$ cat config.mk
export PLATFORM = sky130hd
export DESIGN_NAME = tlb_fa
export DESIGN_NICKNAME = d
export VERILOG_FILES = /design/src/rtl/tlb_pkg.sv /design/src/rtl/tlb_match.sv /design/src/rtl/tlb_victim.sv /design/src/rtl/tlb_rank_update.sv /design/src/rtl/tlb_fa.sv
export SDC_FILE = /design/constraint.sdc
export NUM_CORES = 1
export LEC_CHECK = 0
export BUFFER_PORTS_ARGS = -buffer_cell sky130_fd_sc_hd__buf_2
export CAP_MARGIN = 0
export CORE_MARGIN = 8
export CORE_UTILIZATION = 60
export CTS_CLUSTER_SIZE = 16
export DETAILED_ROUTE_END_ITERATION = 8
export PLACE_DENSITY_LB_ADDON = 0.05
export SETUP_SLACK_MARGIN = 0.4
export SLEW_MARGIN = 20
export SYNTH_ARGS = -nofsm -noshare
export SYNTH_HDL_FRONTEND = slang
export SYNTH_SLANG_ARGS = --single-unit
export TNS_END_PERCENT = 5
$ cat constraint.sdc
create_clock -name clk -period 4.1 [get_ports clk]
set_input_delay 0.82 -clock clk [delete_from_list [all_inputs] [get_ports clk]]
set_output_delay 0.82 -clock clk [all_outputs]
set_load 0.05 [all_outputs]
$ cat src/rtl/tlb_pkg.sv
package tlb_pkg;

    typedef enum logic {
        ST_IDLE = 1'b0,
        ST_WAIT = 1'b1
    } tlb_state_e;

endpackage

$ cat src/rtl/tlb_match.sv
module tlb_match #(
    parameter int ENTRIES = 4,
    parameter int TAG_W   = 4,
    parameter int IDX_W   = 2
) (
    input  logic [ENTRIES-1:0]            valid,
    input  logic [ENTRIES-1:0][TAG_W-1:0] tags,
    input  logic [TAG_W-1:0]              key,
    output logic                          hit,
    output logic [IDX_W-1:0]              hit_idx
);

    logic [ENTRIES-1:0] match_vec;

    for (genvar g = 0; g < ENTRIES; g++) begin : g_cmp
        assign match_vec[g] = valid[g] && (tags[g] == key);
    end

    always_comb begin
        hit_idx = '0;
        for (int i = ENTRIES - 1; i >= 0; i--) begin
            if (match_vec[i]) begin
                hit_idx = IDX_W'(i);
            end
        end
    end

    assign hit = |match_vec;

endmodule

$ cat src/rtl/tlb_victim.sv
module tlb_victim #(
    parameter int ENTRIES = 4,
    parameter int IDX_W   = 2,
    parameter int RANK_W  = 3
) (
    input  logic [ENTRIES-1:0]             valid,
    input  logic [ENTRIES-1:0][RANK_W-1:0] rank,
    output logic [IDX_W-1:0]               victim_idx,
    output logic                           victim_valid
);

    localparam logic [RANK_W-1:0] OLDEST = RANK_W'(ENTRIES);

    logic               any_free;
    logic [IDX_W-1:0]   free_idx;
    logic [IDX_W-1:0]   old_idx;

    always_comb begin
        any_free = 1'b0;
        free_idx = '0;
        for (int i = ENTRIES - 1; i >= 0; i--) begin
            if (!valid[i]) begin
                any_free = 1'b1;
                free_idx = IDX_W'(i);
            end
        end
    end

    always_comb begin
        old_idx = '0;
        for (int i = 0; i < ENTRIES; i++) begin
            if (rank[i] == OLDEST) begin
                old_idx = IDX_W'(i);
            end
        end
    end

    assign victim_idx   = any_free ? free_idx : old_idx;
    assign victim_valid = !any_free;

endmodule

$ cat src/rtl/tlb_rank_update.sv
module tlb_rank_update #(
    parameter int ENTRIES = 4,
    parameter int IDX_W   = 2,
    parameter int RANK_W  = 3
) (
    input  logic [ENTRIES-1:0][RANK_W-1:0] rank_in,
    input  logic [IDX_W-1:0]               touch_idx,
    output logic [ENTRIES-1:0][RANK_W-1:0] rank_out
);

    logic [RANK_W-1:0] touched_rank;

    assign touched_rank = rank_in[touch_idx];

    for (genvar g = 0; g < ENTRIES; g++) begin : g_rank
        always_comb begin
            if (touch_idx == IDX_W'(g)) begin
                rank_out[g] = RANK_W'(1);
            end else if (rank_in[g] < touched_rank) begin
                rank_out[g] = rank_in[g] + RANK_W'(1);
            end else begin
                rank_out[g] = rank_in[g];
            end
        end
    end

endmodule

$ cat src/rtl/tlb_fa.sv
module tlb_fa #(
    parameter int ENTRIES = 4,
    parameter int VTAG_W  = 4,
    parameter int PPN_W   = 4
) (
    input  logic              clk,
    input  logic              rst_n,
    input  logic              req_valid,
    input  logic [VTAG_W-1:0] req_vpn,
    input  logic              req_write,
    output logic              ready,
    output logic              resp_valid,
    output logic              resp_hit,
    output logic [PPN_W-1:0]  resp_ppn,
    output logic              refill_req,
    output logic [VTAG_W-1:0] refill_vpn,
    input  logic              refill_valid,
    input  logic [PPN_W-1:0]  refill_ppn,
    output logic              evict_valid,
    output logic [VTAG_W-1:0] evict_tag,
    output logic              evict_dirty
);
    import tlb_pkg::*;

    localparam int IDX_W  = (ENTRIES > 1) ? $clog2(ENTRIES) : 1;
    localparam int RANK_W = $clog2(ENTRIES + 1);

    typedef struct packed {
        tlb_state_e                         fsm;
        logic [ENTRIES-1:0]                 valid;
        logic [ENTRIES-1:0]                 dirty;
        logic [ENTRIES-1:0][RANK_W-1:0]     rank;
        logic [ENTRIES-1:0][VTAG_W-1:0]     tag;
        logic [ENTRIES-1:0][PPN_W-1:0]      ppn;
        logic [VTAG_W-1:0]                  pend_vpn;
        logic                               pend_wr;
        logic                               refill_req;
        logic                               resp_valid;
        logic                               resp_hit;
        logic [PPN_W-1:0]                   resp_ppn;
        logic                               evict_valid;
        logic [VTAG_W-1:0]                  evict_tag;
        logic                               evict_dirty;
    } tlb_st_t;

    function automatic tlb_st_t reset_state();
        tlb_st_t s;
        s = '0;
        s.fsm = ST_IDLE;
        for (int i = 0; i < ENTRIES; i++) begin
            s.rank[i] = RANK_W'(i + 1);
        end
        return s;
    endfunction

    tlb_st_t st_d, st_q;

    logic                            look_hit;
    logic [IDX_W-1:0]                look_idx;
    logic [IDX_W-1:0]                vic_idx;
    logic                            vic_valid;
    logic [IDX_W-1:0]                touch_idx;
    logic [ENTRIES-1:0][RANK_W-1:0]  rank_next;
    logic [ENTRIES-1:0][RANK_W-1:0]  rank_now;

    tlb_match #(
        .ENTRIES (ENTRIES),
        .TAG_W   (VTAG_W),
        .IDX_W   (IDX_W)
    ) u_match (
        .valid   (st_q.valid),
        .tags    (st_q.tag),
        .key     (req_vpn),
        .hit     (look_hit),
        .hit_idx (look_idx)
    );

    tlb_victim #(
        .ENTRIES (ENTRIES),
        .IDX_W   (IDX_W),
        .RANK_W  (RANK_W)
    ) u_victim (
        .valid        (st_q.valid),
        .rank         (st_q.rank),
        .victim_idx   (vic_idx),
        .victim_valid (vic_valid)
    );

    assign touch_idx = (st_q.fsm == ST_IDLE) ? look_idx : vic_idx;

    tlb_rank_update #(
        .ENTRIES (ENTRIES),
        .IDX_W   (IDX_W),
        .RANK_W  (RANK_W)
    ) u_rank (
        .rank_in   (st_q.rank),
        .touch_idx (touch_idx),
        .rank_out  (rank_next)
    );

    always_comb begin
        st_d             = st_q;
        st_d.resp_valid  = 1'b0;
        st_d.evict_valid = 1'b0;
        unique case (st_q.fsm)
            ST_IDLE: begin
                if (req_valid) begin
                    if (look_hit) begin
                        st_d.resp_valid = 1'b1;
                        st_d.resp_hit   = 1'b1;
                        st_d.resp_ppn   = st_q.ppn[look_idx];
                        st_d.rank       = rank_next;
                        if (req_write) begin
                            st_d.dirty[look_idx] = 1'b1;
                        end
                    end else begin
                        st_d.fsm        = ST_WAIT;
                        st_d.pend_vpn   = req_vpn;
                        st_d.pend_wr    = req_write;
                        st_d.refill_req = 1'b1;
                    end
                end
            end
            ST_WAIT: begin
                if (refill_valid) begin
                    st_d.fsm              = ST_IDLE;
                    st_d.refill_req       = 1'b0;
                    st_d.valid[vic_idx]   = 1'b1;
                    st_d.tag[vic_idx]     = st_q.pend_vpn;
                    st_d.ppn[vic_idx]     = refill_ppn;
                    st_d.dirty[vic_idx]   = st_q.pend_wr;
                    st_d.rank             = rank_next;
                    st_d.resp_valid       = 1'b1;
                    st_d.resp_hit         = 1'b0;
                    st_d.resp_ppn         = refill_ppn;
                    if (vic_valid) begin
                        st_d.evict_valid = 1'b1;
                        st_d.evict_tag   = st_q.tag[vic_idx];
                        st_d.evict_dirty = st_q.dirty[vic_idx];
                    end
                end
            end
            default: st_d = reset_state();
        endcase
    end

    always_ff @(posedge clk) begin
        if (!rst_n) begin
            st_q <= reset_state();
        end else begin
            st_q <= st_d;
        end
    end

    assign rank_now    = st_q.rank;
    assign ready       = (st_q.fsm == ST_IDLE);
    assign resp_valid  = st_q.resp_valid;
    assign resp_hit    = st_q.resp_hit;
    assign resp_ppn    = st_q.resp_ppn;
    assign refill_req  = st_q.refill_req;
    assign refill_vpn  = st_q.pend_vpn;
    assign evict_valid = st_q.evict_valid;
    assign evict_tag   = st_q.evict_tag;
    assign evict_dirty = st_q.evict_dirty;

endmodule

==> results of run 1 <==
power by group through the flow:
stage	Clock (µW)	Combinational (µW)	Sequential, µW
after floorplan	0	135	734
after global placement	0	176	736
after detailed placement	0	179	737
after CTS	595	179	721
after global routing	621	198	724
final	586	182	722
final cells by class:
class / count / area, µm²
Tap cell: 80 / 100
Timing Repair Buffer: 46 / 273
Clock inverter: 6 / 67.6
Clock buffer: 10 / 138
Multi-Input combinational cell: 379 / 2440
Sequential cell: 71 / 1430
Fill cell: 583 / 2180
Inverter: 16 / 60.1
metal layers:
metal | global-route usage, % | up-vias | wire, µm
met3 | 4.55 | 19 | 649
met1 | 29.4 | 1781 | 5070
met4 | 9.33 | 0 | 195
li1 | - | 1829 | -
met5 | 0 | - | 0
met2 | 35.8 | 127 | 4830
cells in the mapped netlist (3+ instances only):
cell / number / area, µm²
a211oi_1: 13 / 97.6
a21boi_0: 10 / 75.1
a21oi_1: 45 / 225
a221oi_1: 4 / 35.0
a222oi_1: 4 / 40.0
a22oi_1: 4 / 30.0
a31oi_1: 4 / 25.0
and2_1: 7 / 43.8
and3_1: 4 / 25.0
buf_2: 3 / 15.0
buf_4: 12 / 90.1
clkbuf_1: 19 / 71.3
dfxtp_1: 71 / 1420
ha_1: 7 / 87.6
inv_1: 16 / 60.1
maj3_2: 3 / 33.8
mux2i_1: 22 / 220
nand2_1: 84 / 315
nand2b_1: 10 / 62.6
nand3_1: 10 / 50.1
nor2_1: 42 / 158
nor2b_1: 14 / 87.6
nor3_1: 7 / 35.0
nor4_1: 3 / 18.8
o2111ai_1: 3 / 26.3
o21ai_0: 14 / 70.1
o221a_2: 6 / 67.6
o22ai_1: 4 / 25.0
o31ai_1: 4 / 30.0
o32a_1: 3 / 30.0
or2_2: 3 / 18.8
xor2_1: 8 / 70.1
critical path: cells and delay by family:
kind	cells	cell delay, ns
and+or+nand+nor	4	1.05
AOI/OAI and AO/OA	3	0.77
adders and majority gates	2	0.69
muxes	1	0.32
buffers and inverters	1	0.15
sequential cells by signal, summed over array words and instances (netlist names), 4 cells and up:
name,flops
resp_ppn,4
refill_vpn,4
evict_tag,4
rank_now,12
st_q,42
logic make-up (layout without fill, tap and decap cells):
logic type	count (synthesis)	in the layout
and+or+nand+nor	194	194
muxes	25	25
adders and majority gates	12	12
AOI/OAI and AO/OA	138	138
xor gates and xnor gates	10	10
buffers and inverters	51	78
DFF	71	71
layout by cell type, fill, tap and decap left out, types with 7 or more instances in the layout:
| master | n |
|---|---|
| nor2_1 | 42 |
| a21boi_0 | 10 |
| a21oi_1 | 45 |
| o21ai_0 | 14 |
| mux2i_1 | 22 |
| dfxtp_1 | 70 |
| clkbuf_8 | 10 |
| buf_4 | 16 |
| nor2b_1 | 14 |
| and2_1 | 7 |
| buf_2 | 29 |
| nand2b_1 | 10 |
| a211oi_1 | 13 |
| xor2_1 | 8 |
| ha_1 | 7 |
| nand2_1 | 84 |
| nand3_1 | 9 |
| inv_1 | 13 |
worst min path at each step:
stage | start | to | slack (ns) | depth (start not counted)
6_report | st_q[22]$_SDFFE_PN0P_ | st_q[22]$_SDFFE_PN0P_ | 0.46 | 2
3_5_place_dp | st_q[22]$_SDFFE_PN0P_ | st_q[22]$_SDFFE_PN0P_ | 0.45 | 2
2_1_floorplan | st_q[27]$_SDFFE_PN0P_ | st_q[27]$_SDFFE_PN0P_ | 0.44 | 2
4_1_cts | st_q[22]$_SDFFE_PN0P_ | st_q[22]$_SDFFE_PN0P_ | 0.46 | 2
5_1_grt | st_q[27]$_SDFFE_PN0P_ | st_q[27]$_SDFFE_PN0P_ | 0.48 | 2
3_3_place_gp | st_q[22]$_SDFFE_PN0P_ | st_q[22]$_SDFFE_PN0P_ | 0.44 | 2
stage by stage:
step	worst slack [ns]	power, µW	hold slack, ns
2_1_floorplan	0.425	869	0.436
3_3_place_gp	0.188	912	0.444
3_5_place_dp	0.149	915	0.448
4_1_cts	0.465	1490	0.459
5_1_grt	0.402	1540	0.475
6_report	0.540	1490	0.457
timing repair:
action | 4_1_cts | 5_1_grt
endpoints found under the hold margin | 0 | 0
setup endpoints to repair | 0 | 6
hold buffers | 0 | 0
setup buffers | 0 | 2
resized for setup | 0 | 10
==> summary.md, run 1 <==
| Metric | Value |
|---|---|
| First-pass GRT wire length | `17.7 mm` |
| Post-DP HPWL | `7.59 mm` |
| Max IR drop VDD | `0.000247 V` |
| Sequential power share | `48.5%` |
| Crit. End Element | `register` |
| H-tree Lvls | `3` |
| Reg2reg setup slack | `0.63 ns` |
| Post-route cell area | `0.00450 mm²` |
| Area after DPL | `0.00425 mm²` |
| Mux contribution to synthesized area | `7.00%` |
| Syn avg cell area | `8.10 µm²` |
| Vias in the first global route | `3562` |
| Worst hold path class | `register to register` |
| Clk sinks | `71` |
| Max Fanout on Critical Path | `6` |
| Post-synthesis adder-cell area fraction | `3.48%` |
| Placer Congestion | `0.969` |
| Worst setup path class | `input pin to register` |
| CP most frequent cell | `maj3_2` |
| Layout cell share with drive strength beyond 1 | `18.6%` |
| Final setup viols | `0` |
| Status | `completed` |
| Port buffer count | `30` |
| Area Overhead vs Synth | `11.0%` |
| Worst Reg-to-Reg Cells | `12` |
| Worst Setup EP | `rank_now[6]$_SDFFE_PN1P_` |
| Initial core utilization | `60.7%` |
| Die Y | `98.2 µm` |
| # IOs | `31` |
| DR vias | `3756` |
| Crit-path max cell delay | `0.51 ns` |
| # DRC | `0` |
| DRT Pass-1 Iters | `5` |
| YS warnings | `0` |
| Final Max Tran Viols | `0` |
| Final cycle utilization of the critical path | `86.8%` |
| Unrepaired setup endpoints after global routing | `false` |
| CP startpoint kind | `input pin` |
| Synth cell types | `59` |
| Area fraction in compound gates after synthesis | `24.5%` |
| Number of synthesized flops with an enable pin | `0` |
| DRT iter0 DRCs | `285` |
| Worst-path clk slew | `0.08 ns` |
| Switching power | `420 µW` |
| Gr usage total | `22.7%` |
| Cell Area, Synth | `0.00406 mm²` |
| Combinational Power Share | `12.2%` |
| Post-Synth Simple-Gate Area | `21.9%` |
| TritonCTS Buffers | `9` |
| Final min period | `3.56 ns` |
| Clk pwr share | `39.3%` |
| Post-Synth XOR/XNOR Area | `2.16%` |
| Cell-internal power | `1070 µW` |
| Initial antenna violation count | `0` |
| Cell Rows | `30` |
| Clock Latency Late Sink | `0.35 ns` |
| Synth Flop Type | `dfxtp_1` |
| Remaining Overflow, GRT | `0` |
| Critical Path RT | `4.34 ns` |
| Routed len/inst | `17.7 µm` |
| Finished Core Util | `67.4%` |
| Cells after Synth | `501` |
| Arrival time worst endpoint | `3.80 ns` |
| Reg2reg end | `rank_now[6]$_SDFFE_PN1P_` |
| Die area | `0.00965 mm²` |
| Setup Skew | `0.00827 ns` |
| Cells along the critical path | `buf_2 -> nand2b_1 -> o2111ai_2 -> or4_4 -> a2111oi_4 -> nor2_2 -> mux4_2 -> maj3_2 -> maj3_2 -> o21ai_1 -> or3b_1` |
| Setup crit start | `req_vpn[3]` |
| Total negative slack | `0 ns` |
| Clk root buf | `clkbuf_8` |
| Max cap viols | `0` |
| Worst slew pin tran | `1.07 ns` |
| Post-Place Cells | `590` |
| Nets@finish | `543` |
| Leak Pwr | `0.00174 µW` |
| Core area | `0.00668 mm²` |
| Pin count of the biggest net entering global routing | `40` |
| Pwr/cell area | `331 mW/mm²` |
| Die X | `98.2 µm` |
| CTS tree | `yes` |
| Async SR Flop Fraction | `0%` |
| Syn Nets | `521` |
| WL final | `10.7 mm` |
| Main combinational cell family by area after synthesis | `compound AO/OA/AOI/OAI gates` |
| ANT nets after route | `0` |
| Diode count | `0` |
| Seq/Total Area, Yosys | `35.0%` |
| Sw frac | `28.2%` |
| Fin. Hold Viols | `0` |
| R2r startpoint | `rank_now[10]$_SDFFE_PN0P_` |
| Slew headroom | `28.4%` |
| Final std cells w/o fill | `608` |
| Max Clk Rate | `281 MHz` |
| Slowest CP cell | `a2111oi_4` |
| Synth Register Bits | `71` |
| Vias per cell | `6.18` |
| Clk buf depth | `2` |
No activity file was read; power rests on OpenSTA's default activity.
==> inputs of run 2 (changes only) <==
CORE_MARGIN = not set   (was 8)
==> run 2 against run 1 <==
  * The flow now finishes with violations (DRC)
  * Clock-buffer cell count decreased by 1
  * Design area grew 0.83%
  * Worst setup slack worse by 0.082 ns
  * Global-route usage rose by 8.9 points
  * Register-to-register slack lost 0.05 ns
  * Via count increased by 2.4%
  * Die area decreased by 26%
  * Combinational power increased by 2%
  * Critical endpoint unchanged
==> summary.md, run 2 (synthesized netlist as in run 1, its figures left out) <==
| Metric | Value |
|---|---|
| DRT iter0 DRCs | `408` |
| ANT nets after route | `0` |
| First-pass GRT wire length | `17.5 mm` |
| WL final | `10.8 mm` |
| Die area | `0.00710 mm²` |
| Port buffer count | `30` |
| Post-DP HPWL | `7.53 mm` |
| Die X | `84.2 µm` |
| R2r startpoint | `rank_now[10]$_SDFFE_PN0P_` |
| Clk root buf | `clkbuf_8` |
| Initial core utilization | `63.2%` |
| Most common cell after layout, fill and taps aside | `nand2_1` |
| DRT Pass-1 Iters | `9` |
| TritonCTS Buffers | `9` |
| Final setup viols | `0` |
| Vias per cell | `6.33` |
| WP depth | `11` |
| Leak Pwr | `0.00177 µW` |
| Most frequent cells in the layout | `84 x nand2_1, 70 x dfxtp_1, 45 x a21oi_1, 42 x nor2_1, 30 x buf_2` |
| Top reg by flops | `st_q` |
| Slowest CP cell | `or4_4` |
| Layout cell share with drive strength beyond 1 | `19.2%` |
| Number of fill cells | `532` |
| Reg2reg setup slack | `0.58 ns` |
| Total negative slack | `0 ns` |
| Diode count | `0` |
| Max Fanout on Critical Path | `6` |
| Worst path bufs/invs | `1` |
| Max IR drop VDD | `0.000235 V` |
| Critical Path RT | `4.36 ns` |
| Slew headroom | `32.8%` |
| Max Clk Rate | `275 MHz` |
| DR vias | `3846` |
| Cells along the critical path | `buf_2 -> nand2b_4 -> o2111ai_2 -> or4_4 -> a2111oi_4 -> nor2_2 -> mux4_2 -> maj3_2 -> maj3_2 -> o21ai_1 -> or3b_1` |
| Post-route cell area | `0.00454 mm²` |
| Final cycle utilization of the critical path | `88.8%` |
| Clk sinks | `71` |
| Setup Skew | `0.0123 ns` |
| Pwr/cell area | `332 mW/mm²` |
| Sequential Area | `0.00142 mm²` |
| Multi-input gate area | `0.00246 mm²` |
| Cell Rows | `29` |
| Gr usage total | `31.6%` |
| Area Overhead vs Synth | `11.9%` |
| H-tree Lvls | `3` |
| Reg2reg end | `rank_now[6]$_SDFFE_PN1P_` |
| Failing checks | `DRC` |
| # IOs | `31` |
| CTS tree | `yes` |
| Routed len/inst | `17.7 µm` |
| Delay-heaviest family, CP | `simple AND/OR/NAND/NOR gates` |
| Worst setup path class | `input pin to register` |
| Worst-path clk slew | `0.09 ns` |
| CP startpoint kind | `input pin` |
| Clk buf depth | `2` |
| Pin count of the biggest net entering global routing | `36` |
| WHS Path Cells | `2` |
| Crit-path max cell delay | `0.56 ns` |
| Area after DPL | `0.00428 mm²` |
| Max cap viols | `0` |
| Remaining Overflow, GRT | `0` |
| Worst Hold End | `st_q[32]$_SDFFE_PN0P_` |
| Clock Latency Late Sink | `0.37 ns` |
| Unrepaired setup endpoints after global routing | `false` |
| Largest register FFs | `42` |
| Status | `finished, violations left` |
| Hold_sp | `st_q[32]$_SDFFE_PN0P_` |
| Final min period | `3.64 ns` |
| Placer Congestion | `0.970` |
| Total Power | `1510 µW` |
| CP most frequent cell | `maj3_2` |
| Arrival time worst endpoint | `3.90 ns` |
| Crit. End Element | `register` |
| # DRC | `6` |
| Worst slew pin tran | `1.00 ns` |
| Final Max Tran Viols | `0` |
| Nets@finish | `546` |
| Core area | `0.00642 mm²` |
| Worst Reg-to-Reg Cells | `12` |
| Vias in the first global route | `3558` |
| Worst hold path class | `register to register` |
| Initial antenna violation count | `0` |
| Die Y | `84.2 µm` |
| Fin. Hold Viols | `0` |
==> run 2: cell types whose count changed in the layout (fill, tap and decap cells not counted), sizes merged <==
| cell | change |
|---|---|
| clkbuf | -2 |
| buf | +4 |
| inv | +2 |
| clkinv | -1 |
==> run 2: area by class of cell <==
class,instances,share of cell area [%]
Clock buffer,9,2.73
Multi-Input combinational cell,379,54.2
Tap cell,77,2.12
Timing Repair Buffer,49,6.45
Clock inverter,7,1.87
Sequential cell,71,31.3
Inverter,16,1.32
==> run 2: how the worst max path moves through the flow <==
stage / startpoint / to / slack, ns
2_1_floorplan: req_vpn[0] / rank_now[6]$_SDFFE_PN1P_ / 0.43
3_3_place_gp: req_vpn[0] / rank_now[6]$_SDFFE_PN1P_ / 0.17
3_5_place_dp: req_vpn[0] / rank_now[6]$_SDFFE_PN1P_ / 0.1
4_1_cts: req_vpn[0] / rank_now[6]$_SDFFE_PN1P_ / 0.48
5_1_grt: req_vpn[1] / rank_now[6]$_SDFFE_PN1P_ / 0.39
6_report: req_vpn[1] / rank_now[6]$_SDFFE_PN1P_ / 0.46
==> run 2: what timing repair did <==
item / CTS / global route
hold buffers: 0 / 0
setup buffers: 0 / 1
resized for setup: 0 / 9
endpoints found under the setup margin: 0 / 6
==> run 2: power by group <==
group          switching (µW)  leakage [µW]  internal (µW)
combinational             119       0.00110           67.7
sequential               18.5      0.000575            703
clock                     308      0.000100            293
total                     445       0.00177           1060
==> run 2: metal layers <==
layer / GRT usage, % / wire (µm)
met1: 42.1 / 4790
met2: 50.3 / 4950
met3: 6.98 / 865
met4: 11.8 / 173
met5: 0 / 0
==> run 2: worst reg2reg max path: stages (launching register included) <==
cell	delay, ns
dfxtp_2	0.41
inv_1	0.14
ha_1	0.22
a21bo_2	0.21
a31oi_1	0.14
o22ai_1	0.11
mux2_2	0.33
nand2_4	0.15
mux4_2	0.54
maj3_2	0.35
maj3_2	0.34
o21ai_1	0.13
or3b_1	0.35
==> run 2: per-stage QoR <==
step                hold slack, ns  utilization (%)  setup slack (ns)  std cells
global placement             0.442             66.6             0.168        591
global route                 0.489             70.7             0.386        608
CTS                          0.463             69.9             0.480        607
detailed placement           0.451             66.6            0.0973        591
finish                       0.461             70.7             0.458        608
floorplan                    0.436                -             0.425        501
